## config.mk

```make
export PLATFORM = sky130hd
export DESIGN_NAME = rdcal_ctrl
export DESIGN_NICKNAME = d
export VERILOG_FILES = /design/src/rtl/rdcal_pkg.sv /design/src/rtl/rdcal_tap.sv /design/src/rtl/rdcal_vld.sv /design/src/rtl/rdcal_ctrl.sv
export SDC_FILE = /design/constraint.sdc
export NUM_CORES = 1
export LEC_CHECK = 0
export BUFFER_PORTS_ARGS = -buffer_cell sky130_fd_sc_hd__buf_2
export CAP_MARGIN = 20
export CORE_MARGIN = 10
export CORE_UTILIZATION = 30
export DETAILED_ROUTE_END_ITERATION = 16
export PLACE_DENSITY_LB_ADDON = 0.12
export SKIP_CTS_REPAIR_TIMING = 1
export SYNTH_ARGS = -nofsm -noshare
export SYNTH_HDL_FRONTEND = slang
export SYNTH_SLANG_ARGS = --single-unit
```

## constraint.sdc

```tcl
create_clock -name clk -period 9.2 [get_ports clk]
set_input_delay 0 -clock clk [delete_from_list [all_inputs] [get_ports clk]]
set_output_delay 0 -clock clk [all_outputs]
set_load 0.02 [all_outputs]
```

## src/rtl/rdcal_pkg.sv

```systemverilog
package rdcal_pkg;

    localparam int BYTE_W  = 8;
    localparam int BURST_W = 4 * BYTE_W;

    typedef enum logic [2:0] {
        ST_IDLE, ST_WR, ST_RD, ST_WT, ST_RSTT, ST_SEEK, ST_DONE, ST_ERR
    } st_t;

    typedef enum logic [1:0] {
        PH_HOLD, PH_SETUP, PH_CLK, PH_LAT
    } ph_t;

    typedef struct packed {
        logic [BYTE_W-1:0] rise0;
        logic [BYTE_W-1:0] fall0;
        logic [BYTE_W-1:0] rise1;
        logic [BYTE_W-1:0] fall1;
    } burst_t;

    // Constant pattern while eye edges are measured, transitioning pattern afterwards
    function automatic burst_t pattern(ph_t ph);
        burst_t b;
        b.rise0 = '1;
        b.fall0 = '0;
        if (ph == PH_HOLD || ph == PH_SETUP) begin
            b.rise1 = '1;
            b.fall1 = '0;
        end else begin
            b.rise1 = {(BYTE_W/2){2'b01}};
            b.fall1 = {(BYTE_W/2){2'b10}};
        end
        return b;
    endfunction

    function automatic logic [15:0] clamp_add(logic [15:0] a, logic [15:0] b, logic [15:0] lim);
        logic [16:0] s;
        s = {1'b0, a} + {1'b0, b};
        return (s > {1'b0, lim}) ? lim : s[15:0];
    endfunction

endpackage

```

## src/rtl/rdcal_tap.sv

```systemverilog
module rdcal_tap #(
    parameter int NTAPS = 64,
    localparam int TW = $clog2(NTAPS)
) (
    input  logic          clk,
    input  logic          rst,
    input  logic          inc,
    input  logic          clr,
    output logic [TW-1:0] tap,
    output logic          sat
);
    logic [TW-1:0] tap_q;

    assign sat = (tap_q == TW'(NTAPS - 1));
    assign tap = tap_q;

    always_ff @(posedge clk) begin
        if (rst || clr)
            tap_q <= '0;
        else if (inc && !sat)
            tap_q <= tap_q + TW'(1);
    end

    AST_TAP_CEIL: assert property (@(posedge clk) disable iff (rst)
        (sat && inc && !clr) |=> sat) else $error("tap left ceiling");

endmodule

```

## src/rtl/rdcal_vld.sv

```systemverilog
module rdcal_vld #(
    parameter int MAX_LAT = 16,
    localparam int LW = $clog2(MAX_LAT + 1)
) (
    input  logic          clk,
    input  logic          rst,
    input  logic          en,
    input  logic [LW-1:0] lat,
    input  logic          cmd,
    output logic          vld
);
    logic [MAX_LAT-1:0] sr;

    generate
        if (MAX_LAT == 1) begin : g_one
            always_ff @(posedge clk) sr <= rst ? '0 : cmd;
        end else begin : g_many
            always_ff @(posedge clk) sr <= rst ? '0 : {sr[MAX_LAT-2:0], cmd};
        end
    endgenerate

    assign vld = en && (lat != '0) && sr[lat - LW'(1)];

    AST_VLD_LAT_NZ: assert property (@(posedge clk) disable iff (rst)
        en |-> (lat != '0)) else $error("strobe enabled with zero latency");

endmodule

```

## src/rtl/rdcal_ctrl.sv

```systemverilog
module rdcal_ctrl
    import rdcal_pkg::*;
#(
    parameter int NTAPS    = 64,
    parameter int MAX_LAT  = 16,
    parameter int NREAD    = 3,
    parameter bit FAST_CLK = 1'b1,
    parameter int CLK_PS   = 3333,
    parameter int TAP_PS   = 75
) (
    input  logic               clk,
    input  logic               rst,
    input  logic               dly_rdy,
    input  logic [BURST_W-1:0] cap_data,
    input  logic               usr_rd,
    output logic               req_wr,
    output logic               req_rd,
    output logic [BURST_W-1:0] wr_data,
    output logic               cq_inc,
    output logic               cq_clr,
    output logic               q_inc,
    output logic               q_clr,
    output logic               rd_valid,
    output logic               cal_done,
    output logic               cal_err
);
    localparam int TW      = $clog2(NTAPS);
    localparam int WW      = TW + 1;
    localparam int LW      = $clog2(MAX_LAT + 1);
    localparam int NRW     = $clog2(NREAD + 1);
    localparam int TMAX    = NTAPS - 1;
    localparam int MIN_WIN = FAST_CLK ? 15 : (CLK_PS / 2) / TAP_PS;

    st_t           st;
    ph_t           ph;
    logic [LW-1:0] cnt, lat;
    logic [NRW-1:0] nrd;
    logic [TW-1:0] hold_w, cq_base, q_base, cq_tgt, q_tgt, win_start;
    logic [WW-1:0] win_len;
    logic [TW-1:0] cq_tap, q_tap;
    logic          cq_sat, q_sat;

    burst_t        pat;
    logic          hit, tmo, any_sat;
    logic [TW-1:0] koff, st_use, setup_v, fin_start;
    logic [WW-1:0] len_nx, fin_len;

    assign pat      = pattern(ph);
    assign hit      = (st == ST_WT) && (cap_data == pat);
    assign tmo      = (st == ST_WT) && !hit && (cnt >= LW'(MAX_LAT));
    assign any_sat  = cq_sat || q_sat;
    assign koff     = q_tap - q_base;
    assign len_nx   = win_len + WW'(1);
    assign st_use   = (win_len == '0) ? koff : win_start;
    assign fin_start = hit ? st_use : win_start;
    assign fin_len  = hit ? len_nx : win_len;
    assign setup_v  = hit ? q_tap : q_tap - TW'(1);

    assign req_wr   = (st == ST_WR);
    assign req_rd   = (st == ST_RD);
    assign wr_data  = pat;
    assign cq_clr   = (st == ST_RSTT);
    assign q_clr    = (st == ST_RSTT);
    assign cal_done = (st == ST_DONE) || (st == ST_ERR);
    assign cal_err  = (st == ST_ERR);

    always_comb begin
        cq_inc = 1'b0;
        q_inc  = 1'b0;
        case (st)
            ST_WT: begin
                case (ph)
                    PH_HOLD:  cq_inc = hit && !cq_sat;
                    PH_SETUP: q_inc  = hit && !q_sat;
                    PH_CLK: begin
                        cq_inc = !any_sat && (hit || (tmo && win_len < WW'(MIN_WIN)));
                        q_inc  = cq_inc;
                    end
                    default: ;
                endcase
            end
            ST_SEEK: begin
                cq_inc = (cq_tap != cq_tgt);
                q_inc  = (q_tap != q_tgt);
            end
            default: ;
        endcase
    end

    always_ff @(posedge clk) begin
        if (rst) begin
            st <= ST_IDLE;  ph <= PH_HOLD;
            cnt <= '0;  lat <= '0;  nrd <= '0;
            hold_w <= '0;  cq_base <= '0;  q_base <= '0;
            cq_tgt <= '0;  q_tgt <= '0;  win_start <= '0;  win_len <= '0;
        end else begin
            case (st)
                ST_IDLE: if (dly_rdy) begin ph <= PH_HOLD; st <= ST_WR; end
                ST_WR:   st <= ST_RD;
                ST_RD:   begin cnt <= LW'(1); st <= ST_WT; end
                ST_WT: begin
                    cnt <= cnt + LW'(1);
                    case (ph)
                        PH_HOLD: begin
                            if (hit) begin
                                if (cq_sat) begin hold_w <= cq_tap; st <= ST_RSTT; end
                                else st <= ST_RD;
                            end else if (tmo) begin
                                if (cq_tap == '0) st <= ST_ERR;
                                else begin hold_w <= cq_tap - TW'(1); st <= ST_RSTT; end
                            end
                        end
                        PH_SETUP: begin
                            if ((hit && q_sat) || (tmo && q_tap != '0)) begin
                                if (hold_w >= setup_v) begin
                                    cq_tgt <= (hold_w - setup_v) >> 1;  q_tgt <= '0;
                                end else begin
                                    q_tgt <= (setup_v - hold_w) >> 1;  cq_tgt <= '0;
                                end
                                st <= ST_RSTT;
                            end else if (hit) st <= ST_RD;
                            else if (tmo) st <= ST_ERR;
                        end
                        PH_CLK: begin
                            if (hit) begin
                                if (win_len == '0) win_start <= koff;
                                win_len <= len_nx;
                            end else if (tmo && win_len < WW'(MIN_WIN))
                                win_len <= '0;
                            if ((hit && any_sat) || (tmo && win_len >= WW'(MIN_WIN))) begin
                                if (fin_len >= WW'(MIN_WIN)) begin
                                    cq_tgt <= TW'(clamp_add(16'(cq_base),
                                              16'(fin_start) + 16'(fin_len >> 1), 16'(TMAX)));
                                    q_tgt  <= TW'(clamp_add(16'(q_base),
                                              16'(fin_start) + 16'(fin_len >> 1), 16'(TMAX)));
                                    st <= ST_RSTT;
                                end else st <= ST_ERR;
                            end else if (hit) st <= ST_RD;
                            else if (tmo) st <= any_sat ? ST_ERR : ST_RD;
                        end
                        default: begin
                            if (hit) begin
                                if (nrd != '0 && cnt != lat) st <= ST_ERR;
                                else begin
                                    if (nrd == '0) lat <= cnt;
                                    if (nrd == NRW'(NREAD - 1)) st <= ST_DONE;
                                    else begin nrd <= nrd + NRW'(1); st <= ST_RD; end
                                end
                            end else if (tmo) st <= ST_ERR;
                        end
                    endcase
                end
                ST_RSTT: begin
                    if (ph == PH_HOLD) begin ph <= PH_SETUP; st <= ST_RD; end
                    else st <= ST_SEEK;
                end
                ST_SEEK: begin
                    if (cq_tap == cq_tgt && q_tap == q_tgt) begin
                        if (ph == PH_SETUP) begin
                            cq_base <= cq_tgt;  q_base <= q_tgt;
                            win_len <= '0;  ph <= PH_CLK;  st <= ST_WR;
                        end else begin
                            nrd <= '0;  ph <= PH_LAT;  st <= ST_RD;
                        end
                    end
                end
                default: st <= st;
            endcase
        end
    end

    rdcal_tap #(.NTAPS(NTAPS)) u_cq_tap (
        .clk(clk), .rst(rst), .inc(cq_inc), .clr(cq_clr), .tap(cq_tap), .sat(cq_sat));

    rdcal_tap #(.NTAPS(NTAPS)) u_q_tap (
        .clk(clk), .rst(rst), .inc(q_inc), .clr(q_clr), .tap(q_tap), .sat(q_sat));

    rdcal_vld #(.MAX_LAT(MAX_LAT)) u_vld (
        .clk(clk), .rst(rst), .en(st == ST_DONE), .lat(lat), .cmd(usr_rd), .vld(rd_valid));

    AST_REQ_EXCL: assert property (@(posedge clk) disable iff (rst)
        !(req_wr && req_rd)) else $error("write and read together");
    AST_NO_INC_AT_MAX: assert property (@(posedge clk) disable iff (rst)
        !(cq_inc && cq_sat) && !(q_inc && q_sat)) else $error("increment at top tap");
    AST_NO_VLD_EARLY: assert property (@(posedge clk) disable iff (rst)
        !(cal_done && !cal_err) |-> !rd_valid) else $error("strobe before success");
    AST_QUIET_BEFORE_RDY: assert property (@(posedge clk) disable iff (rst)
        (st == ST_IDLE) |-> !(cq_inc || q_inc || cq_clr || q_clr)) else $error("tap activity idle");
    AST_DONE_STICKY: assert property (@(posedge clk) disable iff (rst)
        cal_done |=> cal_done) else $error("done dropped");
    AST_ERR_STICKY: assert property (@(posedge clk) disable iff (rst)
        cal_err |=> cal_err) else $error("error dropped");

endmodule

```

## Yosys cells after proc, flatten, opt, wreduce, memory -nomap -nowiden

Index checks and enable logic that the tools add are counted.

- Add/sub/neg operators: 14
- $mul: 0
- Divide/modulo/power cells: 0
- Order comparisons: 8
- Eq/ne operators: 36
- Shifts and indexed selects: 0
- Muxes and demuxes: 67
- Bitwise gates (word level): 2
- Reductions and logical operators: 52

Operator list:

| kind | number |
|---|---|
| 6-bit two-way mux | 15 |
| 3-bit two-way mux | 16 |
| 7-bit two-way mux | 6 |
| 32-bit equality test | 1 |
| 2-bit inequality test (second input constant) | 14 |
| 5-bit AND reduction | 5 |
| 2-bit two-way mux | 12 |
| 6-bit case mux with 2 select lines | 2 |
| 3-bit case mux with 6 select lines | 1 |
| 6-bit subtractor | 3 |
| 1-bit logical AND | 17 |
| 6-bit by 7-bit adder with 8-bit output | 2 |
| 8-bit by 6-bit > comparator with 1-bit output (second input constant) | 2 |
| 16-bit two-way mux | 1 |
| 7-bit by 4-bit greater-or-equal comparator with 1-bit output (second input constant) | 2 |
| 7-bit case mux with 2 select lines | 1 |
| 6-bit by 1-bit adder with 6-bit output (second input constant) | 2 |
| 3-bit equality test (second input constant) | 4 |
| 6-bit equality test | 2 |
| 6-bit equality test (second input constant) | 2 |
| 6-bit inequality test | 2 |
| 6-bit nonzero test | 2 |
| 6-bit by 1-bit subtractor with 6-bit output (second input constant) | 2 |
| 5-bit two-way mux | 2 |
| 40 further kinds | 61 |

- Flip-flop bits (word level): 88
- Bits in latches: 0
- RAM bits: 0
- Bits in read-only memories: 0
- Input port bits: 36
- Memories: 0

## Longest topological paths before layout

Gate-level depths: netlist of run 1.

- Depth after elaboration: 14
- Mapped depth: 23
- Gate-level depth less buffers: 22

## Cells and area by module

From an unflattened synthesis of run 1, not the netlist that was laid out.

- Cell total of the unflattened synthesis: 836
- Area total of the unflattened synthesis: 7018.0 sq um

By module, submodules not included:

| module | times used | cells each | area each (sq um) | sequential area each (sq um) |
|---|---|---|---|---|
| rdcal_ctrl | 1 | 725 | 5819.3 | 1201.2 |
| rdcal_vld | 1 | 47 | 600.6 | 320.3 |
| rdcal_tap | 2 | 32 | 299.0 | 120.1 |

## Least setup slack after synthesis of run 1

No wires, ideal clock.

- Path kind: register to register
- From: reg ph[1]
- To: reg cq_tgt[3]
- Library setup time: 0.139 ns
- Arrival: 5.108 ns
- Required time: 9.061 ns
- Slack: 3.954 ns
- Stages on the path, launching flop included: 21
- Path through: dfxtp_1 inv_1 ha_1 clkbuf_1 nor2_1 nand3_1 a2111oi_4 buf_2 nand2_1 xnor2_1 inv_1 fa_1 inv_1 fa_1 a21oi_1 o31ai_1 or2_2 a211o_1 o21a_1 nor4_1 o41ai_1

- Cells in the longest elaborated chain, start to end: 13
- Elaborated cells between the ends (all ways): 36
- Those cells by class: add/sub: 3; order compare: 3; eq/ne: 6; mux: 10; reduce/logical: 14

Ends and longest elaborated chain:

| element | line | text |
|---|---|---|
| from (decl) | rdcal_ctrl.sv:35 | `ph_t ph;` |
| from (signal assigned) | rdcal_ctrl.sv:92 | `st <= ST_IDLE; ph <= PH_HOLD;` |
| from (signal assigned) | rdcal_ctrl.sv:98 | `ST_IDLE: if (dly_rdy) begin ph <= PH_HOLD; st <= ST_WR; end` |
| from (signal assigned) | rdcal_ctrl.sv:154 | `if (ph == PH_HOLD) begin ph <= PH_SETUP; st <= ST_RD; end` |
| 2-bit by 1-bit equality test with 1-bit output / 2-bit logical NOT (equally long branches) | rdcal_pkg.sv:26 | `if (ph == PH_HOLD \|\| ph == PH_SETUP) begin` |
| 1-bit logical OR * | rdcal_pkg.sv:26 |  |
| 16-bit two-way mux * | rdcal_pkg.sv:26 |  |
| named net wr_data[1] | rdcal_ctrl.sv:18 | `output logic [BURST_W-1:0] wr_data,` |
| 32-bit equality test * | rdcal_ctrl.sv:49 | `assign hit = (st == ST_WT) && (cap_data == pat);` |
| 1-bit logical AND * | rdcal_ctrl.sv:49 |  |
| 6-bit two-way mux / 7-bit two-way mux (equally long branches) | -- |  |
| 6-bit by 6-bit adder with 7-bit output | rdcal_ctrl.sv:133 | `16'(fin_start) + 16'(fin_len >> 1), 16'(TMAX)));` |
| 6-bit by 7-bit adder with 8-bit output | rdcal_pkg.sv:38 | `s = {1'b0, a} + {1'b0, b};` |
| 8-bit by 6-bit > comparator with 1-bit output | rdcal_pkg.sv:39 | `return (s > {1'b0, lim}) ? lim : s[15:0];` |
| 6-bit two-way mux | rdcal_pkg.sv:39 |  |
| 6-bit two-way mux | rdcal_ctrl.sv:131 | `if (fin_len >= WW'(MIN_WIN)) begin` |
| 6-bit two-way mux | rdcal_ctrl.sv:130 | `if ((hit && any_sat) \|\| (tmo && win_len >= WW'(MIN_WIN))) begin` |
| 6-bit case mux with 2 select lines | rdcal_ctrl.sv:103 | `case (ph)` |
| to (signal assigned) | rdcal_ctrl.sv:132 | `cq_tgt <= TW'(clamp_add(16'(cq_base),` |
| to (decl) | rdcal_ctrl.sv:38 | `logic [TW-1:0] hold_w, cq_base, q_base, cq_tgt, q_tgt, win_start;` |

Mark *: on every way through the listed nets, which the timed path passes. The rest lies on a longest branch. The select of a mux whose other input is x is not followed.
A chain may end at the register's enable or synchronous reset.

## Final worst setup path of run 1

- From: reg ph[0]
- To: reg cq_tgt[4]

- Cells in the longest elaborated chain, start to end: 13
- Elaborated cells between the ends (all ways): 36
- Those cells by class: add/sub: 3; order compare: 3; eq/ne: 6; mux: 10; reduce/logical: 14

Ends and longest elaborated chain:

| element | line |
|---|---|
| 2-bit by 1-bit equality test with 1-bit output / 2-bit logical NOT (equally long branches) | rdcal_pkg.sv:26, rdcal_ctrl.sv:103 |
| 1-bit logical OR | rdcal_pkg.sv:26 |
| 16-bit two-way mux | rdcal_pkg.sv:26 |
| 32-bit equality test | rdcal_ctrl.sv:49 |
| 1-bit logical AND | rdcal_ctrl.sv:49 |
| 6-bit two-way mux / 7-bit two-way mux (equally long branches) | -- |
| 6-bit by 6-bit adder with 7-bit output | rdcal_ctrl.sv:133 |
| 6-bit by 7-bit adder with 8-bit output | rdcal_pkg.sv:38 |
| 8-bit by 6-bit > comparator with 1-bit output | rdcal_pkg.sv:39 |
| 6-bit two-way mux | rdcal_pkg.sv:39 |
| 6-bit two-way mux | rdcal_ctrl.sv:131 |
| 6-bit two-way mux | rdcal_ctrl.sv:130 |
| 6-bit case mux with 2 select lines | rdcal_ctrl.sv:103 |

Parallel ways exist; a longest one is shown, timed or not. The select of a mux whose other input is x is not followed.

==> impl_metrics.toml, run 1 <==
[timing]
period_share_pct = 57.9
worst_slew_pin_slew_ns = 0.996
relSlewSlack_pct = 33.2
fin_crit_ns = 5.33
rsz0062_at_grt = "no"
finalHoldViolations = 0
setup_tns_ns = 0
worst_clock_skew_ns = 0.0137
finalMaxSlewViolations = 0
fmax_mhz = 188
hold_ws_ns = 0.192
setup_viol = 0

[cells_and_area]
utilization_pct = 33.2
fill_cells = 2438
nets = 949
final_layout_size_suffix_gt1_share_pct = 12.2
area_growth_pct = 9.12
finalNonFillerCells = 1144
diodes = 0

[critical_path]
critical_path_class = "reg2reg"
arrival_ns = 5.53
crit_path_end_kind = "flip-flop"
startpoint_type = "flip-flop"
worstPathRequired_ns = 9.40
critical_path.max_fanout = 17

[run]
maxCapViolations = 0

[yosys]
synth-edff-count = 0
synth_seq_cells = 88
synthFlopType = "dfxtp_1"
syn_avg_cell_area_um2 = 8.20
synthArstFlopShare_pct = 0
syn_inst = 838
yosys.cell_types.count = 76
netlist_area_um2 = 6870
yosys_warnings = 0
yosysSeqAreaShare_pct = 25.6

[clock_tree]
cts_max_level = 3
cts_sinks = 88
cts_buffers = 9
cts_tree = "built"
clk_path_buf_depth = 2
clk_latency_ns = 0.36
root_buffer = "clkbuf_16"
path_clk_slew_ns = 0.07

[global_routing]
antenna_found_initial = 0
grt_max_degree = 75
grt_usage_pct = 13.6
grt_overflow = 0
grt_pass1_wl_mm = 31.8
grt_pass1_vias = 5742

[placement]
gp_congestion = 0.823
dp_hpwl_mm = 15.2
io_buffers = 52
placed_cells = 1127

[floorplanning]
die_x_um = 171
rows = 55
pin_count = 77
dieArea_um2 = 29400
initial_core_util_pct = 30.4
fp.dieH_um = 171
core_area_um2 = 22600

[route]
vias_per_cell = 5.14
drt-pass1-iter-count = 5
met3WireLength_um = 950
met2_length_mm = 9.28
drc = 0
wl_met1_mm = 9.39
dr.first_iter.drc_count = 412
postRouteAntennaNets = 0
via_count = 5875
wl_per_cell_um = 17.4
wl_mm = 19.9
top_layer = "met4"

[outcome]
status = "complete, no violations"

[worst_hold_path]
hp-class = "in2reg"

[pwr]
peakVddDrop_uv = 67.2
p_leak_uw = 0.00315
p_per_area_nw_per_um2 = 131
==> cell usage in the layout (no fill, tap or decap), drive strengths merged, types with 27 or more instances in the layout <==
cell type  count
a21oi         46
xor2          34
ha            53
o21ai         35
inv           59
nand3         29
dfxtp         88
nand2         56
buf           57
mux2i         27
xnor2         29
nor2          81
==> metrics by stage <==
stage,setup slack (ns),instance area (µm²),total power [µW]
3_3_place_gp,4.04,7190,613
5_1_grt,3.36,7500,1030
4_1_cts,3.89,7490,993
3_5_place_dp,3.88,7200,609
2_1_floorplan,3.95,6950,569
6_report,3.87,7500,980
==> kinds of logic (layout without fill, tap and decap cells) <==
logic type,after synthesis,count (layout),share of synthesized area (%)
XOR/XNOR,63,63,8.03
AND/OR/NAND/NOR,288,288,21.5
flip-flops,88,88,25.6
adder cells (fa/ha/maj),59,59,11.4
other,2,24,0.109
AO/OA/AOI/OAI,174,174,18.3
multiplexers,37,37,6.28
buffers and inverters,127,126,8.79
==> state kept, by name, summed over array words and instances (netlist names), 5 cells and up <==
register and cells:
u_q_tap.tap 6, cq_base 6, q_tgt 6, win_start 6, q_base 6, cq_tgt 6
hold_w 6, lat 5, cnt 5, win_len 7, u_cq_tap.tap 6, u_vld.sr 16
==> worst max-delay path: stages, from the launching register on <==
cell       delay, ns
dfxtp_1         0.39
inv_1           0.08
ha_1            0.30
nor2_1          0.41
nand3_1         0.33
a2111oi_4       0.37
buf_4           0.33
nand2_1         0.10
xnor2_1         0.22
inv_1           0.10
fa_1            0.46
nor2b_1         0.16
o21ai_0         0.09
a21oi_1         0.23
ha_1            0.31
inv_1           0.08
o31ai_1         0.10
or2_2           0.28
a211o_1         0.29
o21a_1          0.17
nor3_1          0.27
o41ai_2         0.10
==> routing by layer <==
| metal | GRT usage, % | vias up |
|---|---|---|
| li1 | - | 2965 |
| met1 | 18.5 | 2767 |
| met2 | 21.8 | 126 |
| met3 | 2.31 | 17 |
| met4 | 3.44 | 0 |
| met5 | 0 | - |
==> final cells by class <==
| type | count | area [µm²] | area share, % |
|---|---|---|---|
| clock buffer | 9 | 225 | 3.00 |
| clock inverter | 7 | 66.3 | 0.884 |
| inverter | 52 | 195 | 2.60 |
| multi-input combinational | 645 | 4590 | 61.2 |
| sequential | 88 | 1760 | 23.5 |
| tap | 285 | 357 | 4.76 |
| timing repair buffer | 58 | 305 | 4.07 |
==> Yosys cell counts, types with 6 or more instances <==
| master | n | area share [%] |
|---|---|---|
| nor4_1 | 15 | 1.4 |
| buf_4 | 31 | 3.4 |
| nand4_1 | 10 | 0.91 |
| or4_1 | 10 | 1.1 |
| mux2i_1 | 27 | 3.9 |
| nor2_1 | 81 | 4.4 |
| inv_1 | 52 | 2.8 |
| o21ai_0 | 33 | 2.4 |
| xnor2_1 | 29 | 3.7 |
| a21o_1 | 8 | 0.87 |
| ha_1 | 53 | 9.7 |
| o21a_1 | 8 | 0.87 |
| nor2b_1 | 24 | 2.2 |
| dfxtp_1 | 88 | 26 |
| a21oi_1 | 46 | 3.4 |
| fa_1 | 6 | 1.7 |
| nor3_1 | 20 | 1.5 |
| nand3_1 | 29 | 2.1 |
| or3_1 | 7 | 0.64 |
| o41ai_2 | 6 | 1.4 |
| nand2_1 | 56 | 3.1 |
| a211oi_1 | 7 | 0.76 |
| o2111ai_1 | 6 | 0.76 |
| clkbuf_1 | 35 | 1.9 |
| o31ai_1 | 9 | 0.98 |
| xor2_1 | 34 | 4.3 |
==> worst paths after layout <==
check / cells after the start / startpoint / slack, ns / end
setup / recovery: 21 / ph[0] / 3.87 / cq_tgt[4]
setup reg to reg: 21 / ph[0] / 3.87 / cq_tgt[4]
hold reg to reg: 2 / nrd[0] / 0.45 / nrd[0]
hold / removal: 7 / dly_rdy / 0.19 / ph[0]
==> where the power goes <==
part / switching, µW / internal, µW / leakage [µW]
Sequential: 28.2 / 390 / 0.000710
Combinational: 117 / 66.4 / 0.00230
Clock: 186 / 192 / 0.000146
Total: 331 / 649 / 0.00315
No activity file was read; power rests on OpenSTA's default activity.
==> run 2, diff against run 1 <==
clock period = 4.5 ns   (was 9.2 ns; I/O delays follow)
==> impl_metrics.toml, run 2 (synthesized netlist as in run 1, its figures left out) <==
[outcome]
status = "complete, no violations"

[global_routing]
grt_pass1_wl_mm = 31.2
grt_overflow = 0
grt_usage_pct = 13.3
antenna_found_initial = 0
grt_pass1_vias = 5669
grt_max_degree = 46

[critical_path]
reg2reg_to = "cq_tgt[1]"
crit_path_end_kind = "flip-flop"
path_buf_inv = 4
critical_path_class = "reg2reg"
worstPathRequired_ns = 4.70
startpoint_type = "flip-flop"
crit_family = "compound AO/OA/AOI/OAI gates"
crit_top_cell = "fa_2"
arrival_ns = 4.55
crit_slowest_cell = "fa_2"
slowest_delay_ns = 0.55
reg2reg_slack_ns = 0.15
r2r-start = "ph[0]"
critical_path.max_fanout = 6
path_cells = "inv_2 > ha_4 > nor2_4 > or3_4 > a2111oi_4 > buf_4 > nand2_2 > xnor2_2 > inv_1 > fa_2 > inv_4 > fa_2 > a21oi_4 > o31ai_4 > or2_4 > a211o_1 > o21a_4 > nor4_4 > o41ai_2"
reg2reg_depth = 19

[cells_and_area]
final_cell_mix = "dfxtp_1 (86), nor2_1 (79), nand2_1 (54)"
top_register = "u_vld.sr"
final_layout_size_suffix_gt1_share_pct = 21.7
largest_register_ffs = 16
utilization_pct = 36.1
diodes = 0
largestRegisters = "u_vld.sr: 16 flops, win_len: 7 flops"
fin_area_um2 = 8150
layout_commonest_cell = "dfxtp_1"
nets = 993
area_growth_pct = 18.6

[timing]
setup_viol = 0
fin_crit_ns = 4.35
fmax_mhz = 230
relSlewSlack_pct = 35.7
hold_ws_ns = 0.234
finalHoldViolations = 0
setup_tns_ns = 0
worst_slew_pin_slew_ns = 0.965
worst_clock_skew_ns = 0.00950
period_share_pct = 96.6
rsz0062_at_grt = "yes"
finalMaxSlewViolations = 0

[placement]
gp_congestion = 0.843
dp_hpwl_mm = 15.5
io_buffers = 52
placedInstanceArea_um2 = 7550

[floorplanning]
fp.dieH_um = 171
die_x_um = 171
dieArea_um2 = 29400
initial_core_util_pct = 30.4
rows = 55
pin_count = 77
core_area_um2 = 22600

[clock_tree]
cts_sinks = 88
root_buffer = "clkbuf_16"
clk_latency_ns = 0.35
path_clk_slew_ns = 0.08
cts_buffers = 9
cts_max_level = 3
cts_tree = "built"
clk_path_buf_depth = 2

[route]
postRouteAntennaNets = 0
via_count = 6025
dr.first_iter.drc_count = 315
wl_per_cell_um = 16.8
wl_mm = 19.9
drc = 0
drt-pass1-iter-count = 5
vias_per_cell = 5.07

[worst_hold_path]
hold_depth = 7
holdCritStartpoint = "dly_rdy"
hp-class = "in2reg"
holdPathEnd = "ph[0]"

[pwr]
totalPowerFinal_uw = 2030
p_per_area_nw_per_um2 = 249
p_leak_uw = 0.00342
peakVddDrop_uv = 149

[run]
maxCapViolations = 0
[run 2: how the worst max path moves through the flow]
stage / startpoint / to / slack, ns / cells after the start
2_1_floorplan: ph[0] / q_tgt[2] / 0.009 / 20
3_3_place_gp: cap_data[2] / q_tgt[2] / -0.05 / 19
3_5_place_dp: cap_data[2] / q_tgt[2] / -0.08 / 18
4_1_cts: ph[0] / q_tgt[2] / -0.06 / 20
5_1_grt: ph[0] / q_tgt[0] / -0.05 / 19
6_report: ph[0] / cq_tgt[1] / 0.15 / 19
[run 2: metal layers]
layer  up-vias  share of wire (%)  track usage (%)
met5         -                  0                0
met4         0                1.3             3.14
met3        16                4.5             2.15
met2       132                 47             22.0
met1      2840                 47             17.7
li1       3037                  -                -
[run 2: metrics by stage]
step | setup WS [ns] | std cells
2_1_floorplan | 0.00942 | 860
3_3_place_gp | -0.0523 | 1166
3_5_place_dp | -0.0841 | 1166
4_1_cts | -0.0574 | 1182
5_1_grt | -0.0521 | 1188
6_report | 0.153 | 1188
[run 2: final cells by class]
| class | count | area, µm² |
|---|---|---|
| clock buffers | 9 | 225 |
| clock inverters | 7 | 72.6 |
| fillers | 2347 | 14400 |
| inverters | 52 | 198 |
| multi-input cells | 645 | 4890 |
| flip-flops and latches | 88 | 1770 |
| well taps | 285 | 357 |
| repair buffers | 102 | 638 |
[run 2: power breakdown]
| group | switching [µW] | internal, µW |
|---|---|---|
| registers | 14.0 | 797 |
| logic | 287 | 161 |
| clock network | 381 | 393 |
[run 2: worst reg2reg max path: cells and delay by family, from the launching register on]
kind	cells	cell delay (ns)
xor gates and xnor gates	1	0.18
buffers and inverters	4	0.42
DFF	1	0.37
and+or+nand+nor	5	0.98
AOI/OAI and AO/OA	6	1.15
adders and majority gates	3	1.10
==> run 3, diff against run 2 <==
clock period = 4.91 ns   (was 4.5 ns; I/O delays follow)
==> impl_metrics.toml, run 3 (synthesized netlist as in run 1, its figures left out) <==
[timing]
fmax_mhz = 216
worst_clock_skew_ns = 0.0105
finalMaxSlewViolations = 0
relSlewSlack_pct = 45.5
finalHoldViolations = 0
worst_slew_pin_slew_ns = 0.815
setup_ws_ns = 0.280
setup_viol = 0
fin_crit_ns = 4.63
period_share_pct = 94.3

[worst_hold_path]
holdCritStartpoint = "dly_rdy"
hp-class = "in2reg"
holdPathEnd = "ph[0]"
hold_depth = 7

[critical_path]
crit_path_end_kind = "flip-flop"
critical_path.max_fanout = 9
reg2reg_to = "q_tgt[3]"
cp.depth = 18
arrival_ns = 4.85
slowest_delay_ns = 0.58
crit_slowest_cell = "fa_2"
path_cells = "inv_1 > ha_2 > nor2_4 > or3_4 > a2111oi_4 > nand2_1 > xnor2_2 > inv_1 > fa_2 > inv_2 > fa_1 > a21oi_1 > nor2b_1 > o21a_1 > o21ai_0 > mux2i_4 > nor4_2 > o41ai_2"
critical_path_class = "reg2reg"
r2r-start = "ph[0]"
reg2reg_slack_ns = 0.28
crit_family = "adder cells"
startpoint_type = "flip-flop"
reg2reg_depth = 18
path_buf_inv = 3
worstPathRequired_ns = 5.13
crit_top_cell = "inv_1"

[cells_and_area]
largestRegisters = "u_vld.sr: 16 flops, win_len: 7 flops"
final_cell_mix = "dfxtp_1 (88), nor2_1 (80), nand2_1 (56)"
finalNonFillerCells = 1162
nets = 967
utilization_pct = 34.5
layout_commonest_cell = "dfxtp_1"
area_growth_pct = 13.2
area.sequential_um2 = 1760
multi_input_area_um2 = 4730
fill_cells = 2412
top_register = "u_vld.sr"
diodes = 0
fin_area_um2 = 7780
largest_register_ffs = 16
final_layout_size_suffix_gt1_share_pct = 16.9

[global_routing]
antenna_found_initial = 0
grt_pass1_wl_mm = 31.3
grt_overflow = 0
grt_max_degree = 64
grt_pass1_vias = 5584
grt_usage_pct = 13.4

[clock_tree]
root_buffer = "clkbuf_16"
cts_sinks = 88
clk_latency_ns = 0.36
path_clk_slew_ns = 0.08
cts_buffers = 9
cts_tree = "built"
cts_max_level = 3
clk_path_buf_depth = 2

[floorplanning]
dieArea_um2 = 29400
rows = 55
die_x_um = 171
initial_core_util_pct = 30.4
pin_count = 77
fp.dieH_um = 171
core_area_um2 = 22600

[route]
drt-pass1-iter-count = 4
wl_per_cell_um = 17.2
via_count = 5904
wl_mm = 19.9
postRouteAntennaNets = 0
dr.first_iter.drc_count = 296
drc = 0
vias_per_cell = 5.08

[pwr]
p_comb_share_pct = 21.7
switching_share_pct = 33.6
seq_power_share_pct = 40.1
peakVddDrop_uv = 181
p_sw_uw = 626
p_int_uw = 1240
clkPwrFrac_pct = 38.3
p_per_area_nw_per_um2 = 239
p_leak_uw = 0.00327

[placement]
placedInstanceArea_um2 = 7330
dp_hpwl_mm = 15.3
dp_slack_ns = 0.134
io_buffers = 52
gp_congestion = 0.786
placed_cells = 1143

[outcome]
status = "complete, no violations"

[run]
maxCapViolations = 0
[run 3: cell types whose count changed in the layout (fill, tap and decap cells not counted), sizes merged]
cell	previous run	this run
dlygate4sd3	1	2
buf	101	74
clkinv	2	1
clkinvlp	1	0
inv	56	58
[run 3: worst min-delay path, cell delays in order]
cell and delay (ns):
buf_2 0.07, nor2_1 0.04, nor2_1 0.08, nor2_1 0.06, a21oi_1 0.16, a21oi_1 0.05, nor2_1 0.07
[run 3: metrics by stage]
step / setup TNS (ns) / hold WS (ns) / power, µW
2_1_floorplan: 0 / 0.128 / 1070
3_3_place_gp: 0 / 0.217 / 1170
3_5_place_dp: 0 / 0.216 / 1160
4_1_cts: 0 / -0.166 / 1880
5_1_grt: -0.0150 / 0.293 / 1970
6_report: 0 / 0.205 / 1860
[run 3: worst max path at each step]
stage,slack [ns],end,startpoint
2_1_floorplan,0.03,cq_tgt[3],ph[0]
3_3_place_gp,0.20,cq_tgt[3],cap_data[2]
3_5_place_dp,0.13,cq_tgt[4],cap_data[2]
4_1_cts,0.11,cq_tgt[4],ph[0]
5_1_grt,-0.02,cq_tgt[3],ph[0]
6_report,0.28,q_tgt[3],ph[0]
[run 3: power groups by stage]
stage	clock network [µW]	logic (µW)	registers, µW
floorplan	0	304	762
global placement	0	405	763
detailed placement	0	401	763
CTS	735	402	746
global route	765	453	749
finish	712	403	746
[run 3: layer usage]
layer	share of wire [%]	global-route usage, %
met5	0	0
met4	1.6	4.05
met3	3.4	2.50
met2	47	21.1
met1	48	18.2
[run 3: final cells by class]
class                   count  area share [%]
flip-flops and latches     88            22.7
inverters                  52            2.51
well taps                 285            4.59
repair buffers             76            5.70
multi-input cells         645            60.8
clock buffers               9            2.90
clock inverters             7           0.885
